==> config.mk <==
export PLATFORM = sky130hd
export DESIGN_NAME = sample_slip_comp
export DESIGN_NICKNAME = d
export VERILOG_FILES = /design/src/rtl/slip_pkg.sv /design/src/rtl/slip_lut.sv /design/src/rtl/slip_timer.sv /design/src/rtl/slip_emitter.sv /design/src/rtl/sample_slip_comp.sv
export SDC_FILE = /design/constraint.sdc
export NUM_CORES = 1
export LEC_CHECK = 0
export CAP_MARGIN = 5
export CORE_ASPECT_RATIO = 1.25
export CORE_MARGIN = 1
export CORE_UTILIZATION = 56
export CTS_CLUSTER_DIAMETER = 200
export DETAILED_ROUTE_END_ITERATION = 16
export PLACE_DENSITY = 0.82
export SETUP_SLACK_MARGIN = 0.15
export SYNTH_ARGS = -nofsm -noshare
export SYNTH_HDL_FRONTEND = slang
export SYNTH_HIERARCHICAL = 1
export SYNTH_SLANG_ARGS = --single-unit
==> constraint.sdc <==
create_clock -name clk -period 5.5 [get_ports clk]
set_input_delay 0.55 -clock clk [delete_from_list [all_inputs] [get_ports clk]]
set_output_delay 0.55 -clock clk [all_outputs]
set_load 0.03 [all_outputs]
==> src/rtl/slip_pkg.sv <==
// Shared helpers for the sample insert/drop compensator.
// Assumes intervals are expressed in input samples.
package slip_pkg;

    // Interval in samples for table entry k: num/k, or all-ones when unusable.
    function automatic int slip_interval(int k, int num, int max_len, int intv_w);
        int ones;
        int v;
        ones = (1 << intv_w) - 1;
        if (k == 0) return ones;
        v = num / k;
        if (v > max_len || v >= ones) return ones;
        return v;
    endfunction

endpackage

==> src/rtl/slip_lut.sv <==
// Offset-magnitude to interval table, computed at elaboration.
// Assumes entry 0 means zero offset (no correction).
module slip_lut #(
    parameter int N_ENT    = 16,
    parameter int INTV_W   = 16,
    parameter int HALF_NUM = 125000,
    parameter int MAX_LEN  = 34000,
    localparam int IDX_W   = $clog2(N_ENT)
) (
    input  logic [IDX_W-1:0]  mag,
    output logic [INTV_W-1:0] first_o,
    output logic [INTV_W-1:0] later_o
);
    import slip_pkg::*;

    logic [INTV_W-1:0] tab_first [N_ENT];
    logic [INTV_W-1:0] tab_later [N_ENT];

    for (genvar k = 0; k < N_ENT; k++) begin : g_ent
        localparam int FV = slip_interval(k, HALF_NUM, MAX_LEN, INTV_W);
        localparam int LV = slip_interval(k, 2 * HALF_NUM, MAX_LEN, INTV_W);
        assign tab_first[k] = INTV_W'(FV);
        assign tab_later[k] = INTV_W'(LV);
    end

    // Read both intervals for the selected magnitude.
    always_comb begin
        first_o = tab_first[mag];
        later_o = tab_later[mag];
    end
endmodule

==> src/rtl/slip_timer.sv <==
// Counts valid samples since packet sync and flags the correction points.
// Assumes sync_i is a single-cycle pulse.
module slip_timer #(
    parameter int N_ENT    = 16,
    parameter int INTV_W   = 16,
    parameter int HALF_NUM = 125000,
    parameter int MAX_LEN  = 34000,
    localparam int IDX_W   = $clog2(N_ENT),
    localparam int CODE_W  = IDX_W + 1
) (
    input  logic              clk,
    input  logic              rst_n,
    input  logic              sync_i,
    input  logic              pkt_end_i,
    input  logic [CODE_W-1:0] offset_code,
    input  logic              din_valid,
    output logic              hit_o,
    output logic              drop_o
);
    localparam logic [INTV_W-1:0] ONES = '1;

    logic [IDX_W-1:0]  mag_q, mag_n, mag_e;
    logic              drop_q, drop_e;
    logic              act_q, act_e;
    logic [INTV_W-1:0] rem_q, rem_e;
    logic [INTV_W-1:0] first_w, later_w;
    logic [CODE_W-1:0] neg_code;

    slip_lut #(.N_ENT(N_ENT), .INTV_W(INTV_W), .HALF_NUM(HALF_NUM), .MAX_LEN(MAX_LEN))
        u_lut (.mag(mag_e), .first_o(first_w), .later_o(later_w));

    // Convert the signed code to a saturated magnitude.
    always_comb begin
        neg_code = -offset_code;
        if (!offset_code[CODE_W-1])
            mag_n = offset_code[IDX_W-1:0];
        else if (offset_code == {1'b1, {IDX_W{1'b0}}})
            mag_n = '1;
        else
            mag_n = neg_code[IDX_W-1:0];
    end

    // Effective state for this cycle, letting a sync pulse take effect at once.
    always_comb begin
        mag_e  = sync_i ? mag_n : mag_q;
        drop_e = sync_i ? !offset_code[CODE_W-1] : drop_q;
        act_e  = sync_i ? (first_w != ONES) : act_q;
        rem_e  = sync_i ? first_w : rem_q;
        hit_o  = act_e && din_valid && !pkt_end_i && (rem_e == '0);
        drop_o = drop_e;
    end

    // Capture the offset and step the down-counter on valid samples.
    always_ff @(posedge clk) begin
        if (!rst_n) begin
            mag_q  <= '0;
            drop_q <= 1'b0;
            act_q  <= 1'b0;
            rem_q  <= '0;
        end else begin
            mag_q  <= mag_e;
            drop_q <= drop_e;
            if (pkt_end_i) begin
                act_q <= 1'b0;
                rem_q <= rem_e;
            end else if (din_valid && act_e) begin
                if (rem_e == '0) begin
                    act_q <= (later_w != ONES);
                    rem_q <= later_w - 1'b1;
                end else begin
                    act_q <= 1'b1;
                    rem_q <= rem_e - 1'b1;
                end
            end else begin
                act_q <= act_e;
                rem_q <= rem_e;
            end
        end
    end
endmodule

==> src/rtl/slip_emitter.sv <==
// Output register stage that passes, drops or duplicates one sample.
// Assumes input valid strobes never arrive on consecutive cycles.
module slip_emitter #(
    parameter int DW = 24
) (
    input  logic          clk,
    input  logic          rst_n,
    input  logic [DW-1:0] din,
    input  logic          din_valid,
    input  logic          hit,
    input  logic          drop,
    output logic [DW-1:0] dout,
    output logic          dout_valid
);
    logic [DW-1:0] pend_q;
    logic          pend_valid;

    // Emit held data first, otherwise pass, drop or repeat the new sample.
    always_ff @(posedge clk) begin
        if (!rst_n) begin
            dout       <= '0;
            dout_valid <= 1'b0;
            pend_q     <= '0;
            pend_valid <= 1'b0;
        end else if (pend_valid) begin
            dout       <= pend_q;
            dout_valid <= 1'b1;
            pend_valid <= 1'b0;
        end else if (din_valid) begin
            if (hit && drop) begin
                dout_valid <= 1'b0;
            end else if (hit) begin
                dout_valid <= 1'b1;
                pend_q     <= din;
                pend_valid <= 1'b1;
            end else begin
                dout       <= din;
                dout_valid <= 1'b1;
            end
        end else begin
            dout_valid <= 1'b0;
        end
    end

    a_r2_pass_through: assert property (@(posedge clk) disable iff (!rst_n)
        (din_valid && !hit && !pend_valid) |=> (dout_valid && dout == $past(din)));

    a_r7_drop_silent: assert property (@(posedge clk) disable iff (!rst_n)
        (din_valid && hit && drop && !pend_valid) |=> !dout_valid);

    a_r8_insert_pair: assert property (@(posedge clk) disable iff (!rst_n)
        (din_valid && hit && !drop && !pend_valid) |=>
            (dout_valid && $stable(dout)) ##1 (dout_valid && dout == $past(din, 2)));

    a_r10_no_overrun: assert property (@(posedge clk) disable iff (!rst_n)
        pend_valid |-> !din_valid);
endmodule

==> src/rtl/sample_slip_comp.sv <==
// Sample insert/drop timing compensator: corrects sampling-clock drift by
// removing or duplicating whole samples at table-driven points after sync.
// Assumes one offset estimate per packet and spaced input valid strobes.
module sample_slip_comp #(
    parameter int SW       = 12,
    parameter int N_ENT    = 16,
    parameter int INTV_W   = 16,
    parameter int HALF_NUM = 125000,
    parameter int MAX_LEN  = 34000,
    localparam int CODE_W  = $clog2(N_ENT) + 1
) (
    input  logic              clk,
    input  logic              rst_n,
    input  logic              sync_i,
    input  logic              pkt_end_i,
    input  logic [CODE_W-1:0] offset_code,
    input  logic [SW-1:0]     din_i,
    input  logic [SW-1:0]     din_q,
    input  logic              din_valid,
    output logic [SW-1:0]     dout_i,
    output logic [SW-1:0]     dout_q,
    output logic              dout_valid
);
    logic          hit_w, drop_w;
    logic [2*SW-1:0] out_w;

    slip_timer #(.N_ENT(N_ENT), .INTV_W(INTV_W), .HALF_NUM(HALF_NUM), .MAX_LEN(MAX_LEN))
        u_timer (
            .clk(clk), .rst_n(rst_n), .sync_i(sync_i), .pkt_end_i(pkt_end_i),
            .offset_code(offset_code), .din_valid(din_valid),
            .hit_o(hit_w), .drop_o(drop_w)
        );

    slip_emitter #(.DW(2 * SW))
        u_emit (
            .clk(clk), .rst_n(rst_n), .din({din_i, din_q}), .din_valid(din_valid),
            .hit(hit_w), .drop(drop_w), .dout(out_w), .dout_valid(dout_valid)
        );

    assign dout_i = out_w[2*SW-1:SW];
    assign dout_q = out_w[SW-1:0];
endmodule

## Word level (Yosys, flattened, before mapping)

Memory sizes are Yosys's and may differ from the RTL's.
Cells that the tools add are included.

| storage, ports and cells | value |
|---|---|
| memories kept | 2 |
| flip-flop bits (word level) | 72 |
| output and inout port bits | 25 |
| word-level logic and storage cells | 59 |
| bits of input ports | 34 |
| bits in read-only memories | 512 |

Memory list:

| name | depth | width | read ports | clocked after memory_dff | wr ports | line | source |
|---|---|---|---|---|---|---|---|
| (no name shown) | 16 | 16 | 1 | 0 | 0 | slip_lut.sv:29 | `later_o = tab_later[mag];` |
| (no name shown) | 16 | 16 | 1 | 0 | 0 | slip_lut.sv:28 | `first_o = tab_first[mag];` |

| cells by class | value |
|---|---|
| bitwise operators | 5 |
| $add $sub $neg | 3 |
| magnitude comparators | 1 |
| eq/ne operators | 5 |
| muxes and demuxes | 23 |
| reductions and logical operators | 12 |

Operators by type and width:

| cell | number |
|---|---|
| 2-to-1 mux 16 bit | 8 |
| 2-to-1 mux 24 bit | 4 |
| inequality test 16 bit (second input constant) | 2 |
| subtractor 16 x 1 -> 16 bit (second input constant) | 2 |
| zero test 16 bit | 1 |
| 2-to-1 mux 4 bit | 3 |
| 2-to-1 mux 1 bit | 8 |
| equality test 5 bit (second input constant) | 1 |
| greater-or-equal comparator 5 bit (second input constant) | 1 |
| inverter 4 -> 5 bit | 1 |
| logical AND 1 bit | 4 |
| negation 4 bit | 1 |
| inverter 1 bit | 4 |
| AND reduction 4 bit | 1 |
| OR reduction 4 bit | 1 |
| AND reduction 3 bit | 1 |
| zero test 1 bit | 2 |
| inequality test 2 x 1 -> 1 bit (second input constant) | 1 |
| inequality test 2 bit (second input constant) | 1 |
| nonzero test 2 bit | 1 |
| OR reduction 2 bit | 1 |

## Longest topological paths before layout

Gate-level depths: netlist of run 1.

| depth | value |
|---|---|
| depth in word-level cells | 17 |
| depth in mapped cells | 22 |
| gate-level depth less buffers | 20 |

## Hierarchy

Netlist of run 1, hierarchy kept.

By module, submodules not included:

| module | cells an instance | instances | area an instance (µm²) | seq. area each (µm²) |
|---|---|---|---|---|
| slip_timer | 261 | 1 | 1990.7 | 440.4 |
| slip_emitter | 222 | 1 | 1985.7 | 1001.0 |
| slip_lut | 77 | 1 | 484.2 | 0.0 |

## Worst setup path after synthesis of run 1

OpenSTA, ideal clock, no wires.

| path | value |
|---|---|
| kind | in2reg |
| from | input port sync_i |
| to | register u_timer.rem_q[12] |
| slack | 0.518 ns |
| cell stages on the path | 21 |
| arrival time | 4.907 ns |
| path buffers | 5 |
| library setup time | 0.074 ns |
| data required time | 5.426 ns |
| cells stage by stage | buf_4 > buf_2 > buf_1 > o31ai_1 > o22a_1 > ha_1 > nand2b_1 > o21ai_0 > a21oi_1 > or4b_1 > o22ai_1 > and4bb_2 > buf_2 > buf_2 > a21oi_1 > ha_1 > o221ai_1 > nor4_1 > mux2_2 > a31o_2 > a31oi_1 |

| between the ends | value |
|---|---|
| cells in the longest elaborated chain, start to end | 10 |

RTL lines:

| item | line | source |
|---|---|---|
| from (decl) | sample_slip_comp.sv:14 | `input logic sync_i,` |
| 2-to-1 mux 4 bit (*) | slip_timer.sv:45 | `mag_e = sync_i ? mag_n : mag_q;` |
| named net u_timer.mag_e[0] | slip_timer.sv:22 | `logic [IDX_W-1:0] mag_q, mag_n, mag_e;` |
| inverter 4 -> 5 bit (not written as such) (*) | slip_lut.sv:28 |  |
| memory read (16 x 16 bit) (*) | - |  |
| 2-to-1 mux 16 bit (not written as such) (*) (2 in a row) | slip_lut.sv:28 |  |
| named net u_timer.first_w[1] | slip_timer.sv:26 | `logic [INTV_W-1:0] first_w, later_w;` |
| 2-to-1 mux 16 bit / inequality test 16 bit (equally long branches) | slip_timer.sv:48, slip_timer.sv:47 |  |
| subtractor 16 x 1 -> 16 bit (tied with other cells) | slip_timer.sv:72 | `rem_q <= rem_e - 1'b1;` |
| 2-to-1 mux 16 bit / logical AND 1 bit (equally long branches) | slip_timer.sv:67, slip_timer.sv:66 |  |
| 2-to-1 mux 16 bit (*) | slip_timer.sv:66 | `end else if (din_valid && act_e) begin` |
| 2-to-1 mux 16 bit (*) | slip_timer.sv:63 | `if (pkt_end_i) begin` |
| to (signal assigned) | slip_timer.sv:65 | `rem_q <= rem_e;` |
| to (signal assigned) | slip_timer.sv:69 | `rem_q <= later_w - 1'b1;` |
| to (signal assigned) | slip_timer.sv:72 |  |
| to (decl) | slip_timer.sv:25 | `logic [INTV_W-1:0] rem_q, rem_e;` |

The timed path passes the listed nets; every way through them passes the cells marked *. The select of a mux whose other input is x is not followed.
A chain may end at the register's enable or synchronous reset.

## Final worst setup path of run 1

| path | value |
|---|---|
| from | input port offset_code[0] |
| to | register u_timer.rem_q[14] |

| between the ends | value |
|---|---|
| cells in the longest elaborated chain, start to end | 13 |

RTL lines:

| item | line | source |
|---|---|---|
| from (decl) | sample_slip_comp.sv:16 | `input logic [CODE_W-1:0] offset_code,` |
| negation 4 bit / equality test 5 bit (equally long branches) | slip_timer.sv:34, slip_timer.sv:37 |  |
| 2-to-1 mux 4 bit | slip_timer.sv:37 | `else if (offset_code == {1'b1, {IDX_W{1'b0}}})` |
| 2-to-1 mux 4 bit (*) | slip_timer.sv:35 | `if (!offset_code[CODE_W-1])` |
| 2-to-1 mux 4 bit (*) | slip_timer.sv:45 |  |
| named net u_timer.mag_e[0] | slip_timer.sv:22 |  |
| inverter 4 -> 5 bit (not written as such) (*) | slip_lut.sv:28 |  |
| memory read (16 x 16 bit) (*) | - |  |
| 2-to-1 mux 16 bit (not written as such) (*) (2 in a row) | slip_lut.sv:28 |  |
| named net u_timer.first_w[8] | slip_timer.sv:26 |  |
| 2-to-1 mux 16 bit / inequality test 16 bit (equally long branches) | slip_timer.sv:48, slip_timer.sv:47 |  |
| subtractor 16 x 1 -> 16 bit (tied with other cells) | slip_timer.sv:72 |  |
| 2-to-1 mux 16 bit / logical AND 1 bit (equally long branches) | slip_timer.sv:67, slip_timer.sv:66 |  |
| 2-to-1 mux 16 bit (*) | slip_timer.sv:66 |  |
| 2-to-1 mux 16 bit (*) | slip_timer.sv:63 |  |

Marked as above.

==> qor.yml, run 1 <==
status:
  run_status: "completed"
timing:
  timing.final.hold_violations: 0
  final_max_slew_viol_count: 0
  min_period_over_period_pct: 89.25
  fin_setup_tns_ns: 0
  worst_slew_margin_rel_pct: 40.54
  fmaxAchievable_mhz: 203.7
  holdWs_ns: 0.4576
  clock-skew-final_ns: 0.007175
  setup_viol: 0
  final_period_minus_worst_setup_slack_ns: 4.909
  rsz0062_at_grt: "false"
  worst_slew_pin_slew_ns: 0.8826
global_routing:
  grt-ovfl-total: 0
  number_of_antenna_violations_at_the_first_check_in_global_routing: 0
  first_pass_grt_wire_length_um: 19780
  gr-usage-all-layers_pct: 31.11
  pin_count_of_the_biggest_net_entering_global_routing: 87
  grt_pass1_vias: 4086
synth:
  fraction_of_synthesized_cell_area_taken_by_the_top_area_cell_type_pct: 32.31
  mappedNetlistArea_mm2: 0.004461
  synth-edff-count: 0
  syn_inst: 560
  synth_top_flop_cell: "sky130_fd_sc_hd__dfxtp_1"
  synth.top_cells.by_count: "sky130_fd_sc_hd__dfxtp_1 (72), sky130_fd_sc_hd__o21ai_0 (66), sky130_fd_sc_hd__nand2_1 (52)"
  postSynthNetCount: 604
  async_reset_ff_share_pct: 0
  postSynthRegisterBits: 72
  post_synth_main_area_contributors: "sky130_fd_sc_hd__dfxtp_1 (32%), sky130_fd_sc_hd__mux2i_1 (8.3%), sky130_fd_sc_hd__o21ai_0 (7.4%)"
  post_synth_num_cell_types: 64
  synth_seq_area_share_pct: 32.31
  yosys_warnings: 6
  synth.avg_cell_area_um2: 7.965
  post-synth-top-count-cell: "sky130_fd_sc_hd__dfxtp_1"
  synth_top_cell_by_area: "sky130_fd_sc_hd__dfxtp_1"
detailed_routing:
  vias: 4408
  post_drt_via_cell_ratio: 6.252
  detailedRoute.firstPassIterationCount: 6
  antenna_left: 0
  route.detailed.wl_per_inst_um: 17.65
  drcViolationCount: 0
  sum_of_routed_wire_length_over_all_layers_um: 12440
  drt_iter0_drc: 402
placement:
  finalWeightedCongestion: 0.9920
  post-dp-hpwl_um: 8797
  placement.io_buffers: 58
  dpl_cell_area_mm2: 0.005055
cts:
  cts_setup_buffers: 0
  clkSinkCount: 72
  clock_network_latency_to_the_later_pin_of_the_worst_skew_pair_ns: 0.35
  cts_root_buf: "sky130_fd_sc_hd__clkbuf_8"
  cts.clk_slew.worst_paths_ns: 0.08
  cts_htree_levels: 3
  cts_hold_bufs: 0
  numCtsBuffers: 9
  number_of_gates_resized_after_cts: 0
  tritoncts: "done"
  cts_max_path_buffers: 2
layout:
  final_design_area_no_fill_mm2: 0.005293
  num_antenna_cells: 0
  drive_gt1_share_pct: 10.66
  final_net_count: 649
  syn_to_final_growth_pct: 18.65
floorplanning:
  design.portCount: 59
  core_area_mm2: 0.007747
  die_height_um: 101.8
  num_rows: 36
  fp.dieArea_mm2: 0.008328
  initial_util_pct: 57.57
  die_w_um: 81.83
critical_path:
  critPathKind: "input port to register"
  cp-start-kind: "input port"
  cp-end-kind: "register"
  critPathArrivalTime_ns: 5.18
  critPathMaxFanout: 8
  worstPathRequired_ns: 5.77
pwr:
  worst_ir_drop_vdd_mv: 0.2183
  total_leakage_power_nw: 1.976
  cellPowerDensity_mw_per_mm2: 264.1
worst_hold_path:
  hold_class: "register to register"
flow_run:
  max_cap_viol_count: 0
-- layer usage --
layer / part of all wire [%] / GRT usage [%] / vias to the layer above / routed length [um]
met5: 0 / 0 / - / 0
met4: 4.0 / 18.49 / 0 / 495
met3: 6.4 / 4.144 / 46 / 795
met2: 49 / 51.49 / 193 / 6116
met1: 40 / 37.84 / 2021 / 5033
li1: - / - / 2148 / -
-- worst paths after layout --
path | startpoint | to | slack [ns] | cells past startpoint
max | offset_code[0] | u_timer/rem_q[14] | 0.59 | 20
min | u_emit/pend_q[16] | u_emit/pend_q[16] | 0.46 | 2
max reg2reg | u_timer/mag_q[2] | u_timer/rem_q[14] | 1.48 | 15
min reg2reg | u_emit/pend_q[16] | u_emit/pend_q[16] | 0.46 | 2
-- sequential cells by signal, summed over array words and instances (netlist names) --
name	count
u_timer/rem_q	16
u_emit/dout_valid	1
u_emit/pend_q	24
u_timer/mag_q	4
u_emit/pend_valid	1
u_timer/drop_q	1
u_emit/dout	24
u_timer/act_q	1
-- stage by stage --
stage	power [mW]	std cells	setup slack, ns	utilization [%]
after floorplan	0.8382	560	0.5184	-
after global placement	0.9624	688	0.3872	65.25
after detailed placement	0.9651	688	0.2239	65.25
after CTS	1.397	704	0.5127	67.83
after global routing	1.463	705	0.3199	68.31
final	1.398	705	0.5915	68.31
-- cells in the final DEF (no fill, tap or decap), drive strengths merged, types with 4 or more instances in the layout --
cell type,count
clkdlybuf4s50,57
and2,8
nand3,33
o211ai,4
and3,4
inv,18
nand2b,7
nor3,12
or4,5
nor2,28
a21oi,52
mux2i,37
buf,20
a211oi,11
ha,10
nor3b,5
mux2,12
clkbuf,9
o31ai,6
nand2,52
o21ai,69
nand4,10
o22ai,6
dfxtp,72
or4b,4
a31oi,10
nor4,6
-- where the power goes --
part,internal (mW),switching [mW],total [mW]
clock network,0.213,0.219,0.433
registers,0.550,0.0186,0.569
logic,0.157,0.240,0.396
-- critical path, cell delays in order --
cell                              delay, ns
sky130_fd_sc_hd__clkdlybuf4s50_1       0.45
sky130_fd_sc_hd__inv_1                 0.08
sky130_fd_sc_hd__ha_1                  0.19
sky130_fd_sc_hd__nand2_1               0.06
sky130_fd_sc_hd__o31ai_1               0.33
sky130_fd_sc_hd__o22a_1                0.23
sky130_fd_sc_hd__buf_4                 0.15
sky130_fd_sc_hd__ha_1                  0.27
sky130_fd_sc_hd__nand2b_1              0.21
sky130_fd_sc_hd__o21ai_0               0.11
sky130_fd_sc_hd__a21oi_1               0.34
sky130_fd_sc_hd__o22ai_1               0.17
sky130_fd_sc_hd__and4bb_2              0.29
sky130_fd_sc_hd__a21boi_0              0.26
sky130_fd_sc_hd__ha_1                  0.27
sky130_fd_sc_hd__o221ai_2              0.19
sky130_fd_sc_hd__nor2_1                0.19
sky130_fd_sc_hd__o211ai_1              0.14
sky130_fd_sc_hd__or4_1                 0.50
sky130_fd_sc_hd__a31oi_1               0.18
-- area by class of cell --
class / count / area [um2]
multi-input combinational: 430 / 2725
tap: 95 / 118.9
clock inverter: 7 / 76.32
fill: 645 / 2455
timing repair buffer: 77 / 750.7
sequential: 72 / 1441
inverter: 15 / 56.30
clock buffer: 9 / 123.9
-- logic make-up (layout without fill, tap and decap cells) --
| family | count (synthesis) | in the layout | share of synthesized area (%) |
|---|---|---|---|
| compound gates | 182 | 182 | 24.26 |
| xor+xnor | 1 | 1 | 0.1964 |
| fa+ha+maj | 10 | 10 | 2.805 |
| buf+inv | 58 | 108 | 6.956 |
| flops | 72 | 72 | 32.31 |
| mux | 49 | 49 | 11.42 |
| other cells | 1 | 1 | 0.08407 |
| simple gates | 187 | 187 | 21.96 |
No activity file was read; power rests on OpenSTA's default activity.
==> run 2, diff against run 1 <==
clock period = 5.1 ns   (was 5.5 ns; I/O delays follow)
==> run 2 against run 1 <==
  * First-iteration DRC count decreased by 32%
  * Critical path type unchanged
  * Cell count increased by 2.7%
  * Clock skew increased by 0.0047 ns
  * Clock power increased by 5.8%
  * Largest cell class unchanged
==> qor.yml, run 2 (synthesized netlist as in run 1, its figures left out) <==
status:
  run_status: "completed"
critical_path:
  cp-end-kind: "register"
  critPathArrivalTime_ns: 4.85  # -0.33 ns
  r2r_slack_ns: 1.27  # -0.21 ns
  worstPathRequired_ns: 5.33  # -0.44 ns
  cp-start-kind: "input port"
  critPathKind: "input port to register"
  critPathMaxFanout: 5  # -3
cts:
  cts_root_buf: "sky130_fd_sc_hd__clkbuf_8"
  clock_network_latency_to_the_later_pin_of_the_worst_skew_pair_ns: 0.36  # about the same
  tritoncts: "done"
  clkSinkCount: 72  # unchanged
  cts.clk_slew.worst_paths_ns: 0.07  # about the same
  numCtsBuffers: 9  # unchanged
  cts_htree_levels: 3  # unchanged
  cts_hold_bufs: 0  # unchanged
  cts_max_path_buffers: 2  # unchanged
placement:
  post-dp-hpwl_um: 8803  # about the same
  placement.io_buffers: 58  # unchanged
  finalWeightedCongestion: 1.015  # +2.3%
timing:
  final_max_slew_viol_count: 0  # unchanged
  min_period_over_period_pct: 90.50
  clock-skew-final_ns: 0.01187  # +0.004690 ns
  final_period_minus_worst_setup_slack_ns: 4.615
  fin_setup_tns_ns: 0  # unchanged
  fmaxAchievable_mhz: 216.7
  timing.final.hold_violations: 0  # unchanged
  setup_viol: 0  # unchanged
  worst_slew_pin_slew_ns: 0.8539  # -0.02868 ns
  rsz0062_at_grt: "false"
  worst_slew_margin_rel_pct: 42.47  # +1.9 points
floorplanning:
  initial_util_pct: 57.57  # unchanged
  fp.dieArea_mm2: 0.008328  # unchanged
  design.portCount: 59  # unchanged
  num_rows: 36  # unchanged
  core_area_mm2: 0.007747  # unchanged
  die_height_um: 101.8  # unchanged
  die_w_um: 81.83  # unchanged
layout:
  final_net_count: 668  # +2.9%
  num_antenna_cells: 0  # unchanged
  postLayoutCoreUtil_pct: 70.33  # +2.0 points
  syn_to_final_growth_pct: 22.16
  layout_common_cells: "sky130_fd_sc_hd__dfxtp_1 (72), sky130_fd_sc_hd__o21ai_0 (65), sky130_fd_sc_hd__clkdlybuf4s50_1 (57)"
  drive_gt1_share_pct: 13.51  # +2.9 points
  mostFrequentLayoutCell: "sky130_fd_sc_hd__dfxtp_1"
  biggestRegsByFlops: "u_emit/dout x24, u_emit/pend_q x24, u_timer/rem_q x16"
detailed_routing:
  drcViolationCount: 0  # unchanged
  post_drt_via_cell_ratio: 6.257  # about the same
  detailedRoute.firstPassIterationCount: 5  # -1
  antenna_left: 0  # unchanged
  drt_iter0_drc: 274  # -32%
  sum_of_routed_wire_length_over_all_layers_um: 12320  # -0.93%
  route.detailed.wl_per_inst_um: 17.02  # -3.5%
  vias: 4530  # +2.8%
global_routing:
  number_of_antenna_violations_at_the_first_check_in_global_routing: 0  # unchanged
  pin_count_of_the_biggest_net_entering_global_routing: 87  # unchanged
  grt-ovfl-total: 0  # unchanged
  grt_pass1_vias: 4194  # +2.6%
  gr-usage-all-layers_pct: 30.77  # -0.34 points
  first_pass_grt_wire_length_um: 19620  # -0.77%
worst_hold_path:
  hold_class: "register to register"
flow_run:
  max_cap_viol_count: 0  # unchanged
pwr:
  worst_ir_drop_vdd_mv: 0.2254  # +3.3%
  total_leakage_power_nw: 2.073  # +4.9%
  cellPowerDensity_mw_per_mm2: 279.3  # +5.8%
[run 2: cell count changes in the layout (fill, tap and decap cells not counted), moves of 2 or more]
| cell | previous run | this run |
|---|---|---|
| sky130_fd_sc_hd__buf_4 | 17 | 35 |
| sky130_fd_sc_hd__inv_6 | 3 | 0 |
| sky130_fd_sc_hd__o22a_1 | 3 | 1 |
| sky130_fd_sc_hd__o22a_2 | 0 | 2 |
[run 2: final cells by class]
class,count,area [um2]
fill,649,2298
inverter,15,56.30
timing repair buffer,96,905.9
multi-input combinational,430,2729
clock buffer,11,141.4
sequential,72,1441
clock inverter,5,56.30
tap,95,118.9
[run 2: worst paths after layout]
| check | start | end | depth (start not counted) |
|---|---|---|---|
| worst min-delay path | u_emit/pend_q[9] | u_emit/pend_q[9] | 2 |
| worst max register to register | u_timer/mag_q[0] | u_timer/rem_q[8] | 16 |
| worst min register to register | u_emit/pend_q[9] | u_emit/pend_q[9] | 2 |
| worst max-delay path | offset_code[1] | u_timer/rem_q[8] | 21 |
[run 2: through the flow]
stage	power [mW]	std cells	instance area, um2	setup slack, ns	hold slack, ns
after floorplan	0.9039	560	4461	0.1584	0.4253
after global placement	1.054	704	5187	-0.1222	0.4320
after detailed placement	1.060	704	5187	-0.2276	0.4468
after CTS	1.516	720	5386	0.2314	0.4589
after global routing	1.590	724	5449	0.1942	0.4737
final	1.522	724	5449	0.4845	0.4560
[run 2: per-layer routing]
metal	up-vias	track usage [%]	routed length (um)
met5	-	0	0
met4	0	15.11	352
met3	35	6.486	629
met2	162	51.81	6261
met1	2142	36.51	5080
li1	2191	-	-
[run 2: worst max-delay path, stage by stage]
cell                              delay (ns)
sky130_fd_sc_hd__clkdlybuf4s50_1        0.42
sky130_fd_sc_hd__inv_1                  0.08
sky130_fd_sc_hd__ha_1                   0.18
sky130_fd_sc_hd__nand2_1                0.07
sky130_fd_sc_hd__o31ai_2                0.29
sky130_fd_sc_hd__o22a_2                 0.23
sky130_fd_sc_hd__inv_1                  0.08
sky130_fd_sc_hd__ha_1                   0.21
sky130_fd_sc_hd__buf_4                  0.16
sky130_fd_sc_hd__o21ai_0                0.18
sky130_fd_sc_hd__a21oi_1                0.12
sky130_fd_sc_hd__or4b_1                 0.48
sky130_fd_sc_hd__o22ai_1                0.28
sky130_fd_sc_hd__and4bb_2               0.32
sky130_fd_sc_hd__a21oi_1                0.09
sky130_fd_sc_hd__ha_1                   0.24
sky130_fd_sc_hd__o221ai_2               0.13
sky130_fd_sc_hd__nor4_1                 0.09
sky130_fd_sc_hd__mux2i_1                0.26
sky130_fd_sc_hd__nor3_1                 0.09
sky130_fd_sc_hd__a2111oi_0              0.36
[run 2: what timing repair did]
action                     4_1_cts  5_1_grt
setup endpoints to repair        1       16
resized for setup                1        4
setup buffers                    0        3
hold endpoints to repair         0        0
pin swaps                        0        2
[run 2: power breakdown]
part           internal (mW)  switching (mW)  total (mW)
logic                  0.189           0.261       0.450
clock network          0.239           0.220       0.458
registers              0.594          0.0196       0.613
total                   1.02           0.501        1.52
==> run 3, diff against run 2 <==
CORE_ASPECT_RATIO = default   (was 1.25)
==> run 3 against run 2 <==
  * Die area is essentially flat
  * Register-to-register slack lost 0.09 ns
  * Sequential share of layout area grew 0.073 points
  * Routed wire length grew 2.9%
  * Combinational power is essentially flat
  * Core utilization is essentially flat
  * Largest cell class unchanged
==> qor.yml, run 3 (synthesized netlist as in run 1, its figures left out) <==
layout:
  mostFrequentLayoutCell: "sky130_fd_sc_hd__dfxtp_1"
  final_net_count: 661  # -1.0%
  layout_common_cells: "sky130_fd_sc_hd__dfxtp_1 (72), sky130_fd_sc_hd__o21ai_0 (65), sky130_fd_sc_hd__clkdlybuf4s50_1 (57)"
  num_antenna_cells: 0  # unchanged
  drive_gt1_share_pct: 12.54  # -0.97 points
  multiInputGateArea_mm2: 0.002729  # unchanged
  filler_cell_count: 594  # -8.5%
  syn_to_final_growth_pct: 21.82
  layout.area.seq_mm2: 0.001441  # unchanged
  biggestRegsByFlops: "u_emit/dout x24, u_emit/pend_q x24, u_timer/rem_q x16"
cts:
  cts_setup_buffers: 0  # unchanged
  clock_network_latency_to_the_later_pin_of_the_worst_skew_pair_ns: 0.36  # about the same
  number_of_gates_resized_after_cts: 0  # -1
  clkSinkCount: 72  # unchanged
  cts_root_buf: "sky130_fd_sc_hd__clkbuf_8"
  numCtsBuffers: 9  # unchanged
  cts_htree_levels: 3  # unchanged
  cts_max_path_buffers: 2  # unchanged
  tritoncts: "done"
  cts_hold_bufs: 0  # unchanged
  cts.clk_slew.worst_paths_ns: 0.09  # +0.02 ns
global_routing:
  gr-usage-all-layers_pct: 30.30  # -0.47 points
  grt-ovfl-total: 0  # unchanged
  first_pass_grt_wire_length_um: 20420  # +4.0%
  pin_count_of_the_biggest_net_entering_global_routing: 87  # unchanged
  number_of_antenna_violations_at_the_first_check_in_global_routing: 0  # unchanged
  grt_pass1_vias: 4291  # +2.3%
placement:
  finalWeightedCongestion: 0.9571  # -5.7%
  dp_worst_setup_slack_ns: -0.003436  # +0.2242 ns
  post-dp-hpwl_um: 8629  # -2.0%
  placement.io_buffers: 58  # unchanged
floorplanning:
  core_area_mm2: 0.007727  # -0.26%
  die_w_um: 91.25  # +12%
  initial_util_pct: 57.72  # +0.15 points
  fp.dieArea_mm2: 0.008327  # about the same
  die_height_um: 91.25  # -10%
  num_rows: 32  # -11%
  design.portCount: 59  # unchanged
detailed_routing:
  post_drt_via_cell_ratio: 6.351  # +1.5%
  met2_wirelength_um: 6005  # -4.1%
  vias: 4598  # +1.5%
  wl_met1_um: 5517  # +8.6%
  detailedRoute.firstPassIterationCount: 5  # unchanged
  met3_wirelength_um: 867  # +38%
  route.detailed.wl_per_inst_um: 17.51  # +2.9%
  antenna_left: 0  # unchanged
  sum_of_routed_wire_length_over_all_layers_um: 12680  # +2.9%
  highest-signal-layer: "met4"
  drcViolationCount: 0  # unchanged
  drt_iter0_drc: 361  # +32%
critical_path:
  critPathKind: "input port to register"
  r2r_slack_ns: 1.18  # -0.09 ns
  worstRegToRegCells: 14  # -2
  cp-start-kind: "input port"
  worstPathRequired_ns: 5.34  # about the same
  critPathMaxFanout: 7  # +2
  cp-end-kind: "register"
  critPathArrivalTime_ns: 4.89  # +0.04 ns
pwr:
  worst_ir_drop_vdd_mv: 0.2138  # -5.2%
  power.share.combinational_pct: 28.3  # -1.3 points
  total_leakage_power_nw: 2.055  # -0.86%
  sequentialPowerShare_pct: 38.6  # -1.7 points
  cellPowerDensity_mw_per_mm2: 292.8  # +4.8%
  clock_power_share_pct: 33.1  # +3.0 points
  power_switching_uw: 529.0  # +5.7%
  internal_power_component_mw: 1.062  # +4.0%
  power_switching_share_pct: 33.25  # +0.36 points
timing:
  worst_slew_margin_rel_pct: 45.89  # +3.4 points
  min_period_over_period_pct: 91.28  # +0.78 points
  final_max_slew_viol_count: 0  # unchanged
  fmaxAchievable_mhz: 214.8  # -0.86%
  fin_setup_tns_ns: 0  # unchanged
  final_period_minus_worst_setup_slack_ns: 4.656  # +0.04002 ns
  postLayoutSetupSlackWorst_ns: 0.4445  # -0.04002 ns
  worst_slew_pin_slew_ns: 0.8032  # -0.05071 ns
  timing.final.hold_violations: 0  # unchanged
  rsz0062_at_grt: "false"
  setup_viol: 0  # unchanged
  clock-skew-final_ns: 0.008710  # -0.003156 ns
worst_hold_path:
  min_path_cells: 2  # unchanged
  hold_class: "register to register"
flow_run:
  max_cap_viol_count: 0  # unchanged
status:
  run_status: "completed"
-- run 3: final cells by class --
class / instances / share of cell area (%)
clock buffer: 9 / 2.280
clock inverter: 7 / 1.888
inverter: 15 / 1.036
multi-input combinational: 430 / 50.22
sequential: 72 / 26.53
tap: 102 / 2.349
timing repair buffer: 89 / 15.70
-- run 3: power by group through the flow --
stage	Clock [mW]	Combinational, mW	Sequential (mW)
5_1_grt	0.555	0.483	0.617
2_1_floorplan	0	0.262	0.642
3_3_place_gp	0	0.428	0.625
4_1_cts	0.533	0.437	0.613
3_5_place_dp	0	0.433	0.626
6_report	0.527	0.450	0.614
-- run 3: per-stage QoR --
| step | util (%) | cell area [um2] | hold slack [ns] | std cells | power (mW) |
|---|---|---|---|---|---|
| global route | 70.32 | 5434 | 0.4769 | 724 | 1.654 |
| floorplan | - | 4461 | 0.4253 | 560 | 0.9039 |
| finish | 70.32 | 5434 | 0.4569 | 724 | 1.591 |
| CTS | 69.79 | 5393 | 0.4592 | 723 | 1.584 |
| detailed placement | 66.86 | 5166 | 0.4461 | 707 | 1.059 |
| global placement | 66.86 | 5166 | 0.4348 | 707 | 1.053 |
-- run 3: final timing paths --
path                      from           endpoint
max             offset_code[0]   u_timer/rem_q[8]
min reg2reg  u_emit/pend_q[22]  u_emit/pend_q[22]
max reg2reg   u_timer/mag_q[2]   u_timer/rem_q[8]
min          u_emit/pend_q[22]  u_emit/pend_q[22]
-- run 3: metal layers --
layer / up-vias / global-route usage [%]
met4: 0 / 11.77
met3: 34 / 5.276
met2: 225 / 50.00
li1: 2180 / -
met5: - / 0
met1: 2159 / 39.31
-- run 3: critical path, cell delays in order --
cell and delay, ns:
sky130_fd_sc_hd__clkdlybuf4s50_1 0.44, sky130_fd_sc_hd__inv_1 0.07, sky130_fd_sc_hd__ha_1 0.18, sky130_fd_sc_hd__nand2_1 0.08, sky130_fd_sc_hd__o31ai_2 0.26, sky130_fd_sc_hd__o22a_1 0.21
sky130_fd_sc_hd__inv_1 0.08, sky130_fd_sc_hd__ha_1 0.27, sky130_fd_sc_hd__nand2b_1 0.21, sky130_fd_sc_hd__o21ai_0 0.10, sky130_fd_sc_hd__a21oi_1 0.10, sky130_fd_sc_hd__or4b_1 0.51
sky130_fd_sc_hd__o22ai_1 0.22, sky130_fd_sc_hd__and4bb_2 0.28, sky130_fd_sc_hd__a21boi_0 0.11, sky130_fd_sc_hd__ha_1 0.24, sky130_fd_sc_hd__o221ai_2 0.16, sky130_fd_sc_hd__nor2_1 0.12
sky130_fd_sc_hd__mux2i_1 0.27, sky130_fd_sc_hd__nor3_1 0.10, sky130_fd_sc_hd__a2111oi_1 0.36
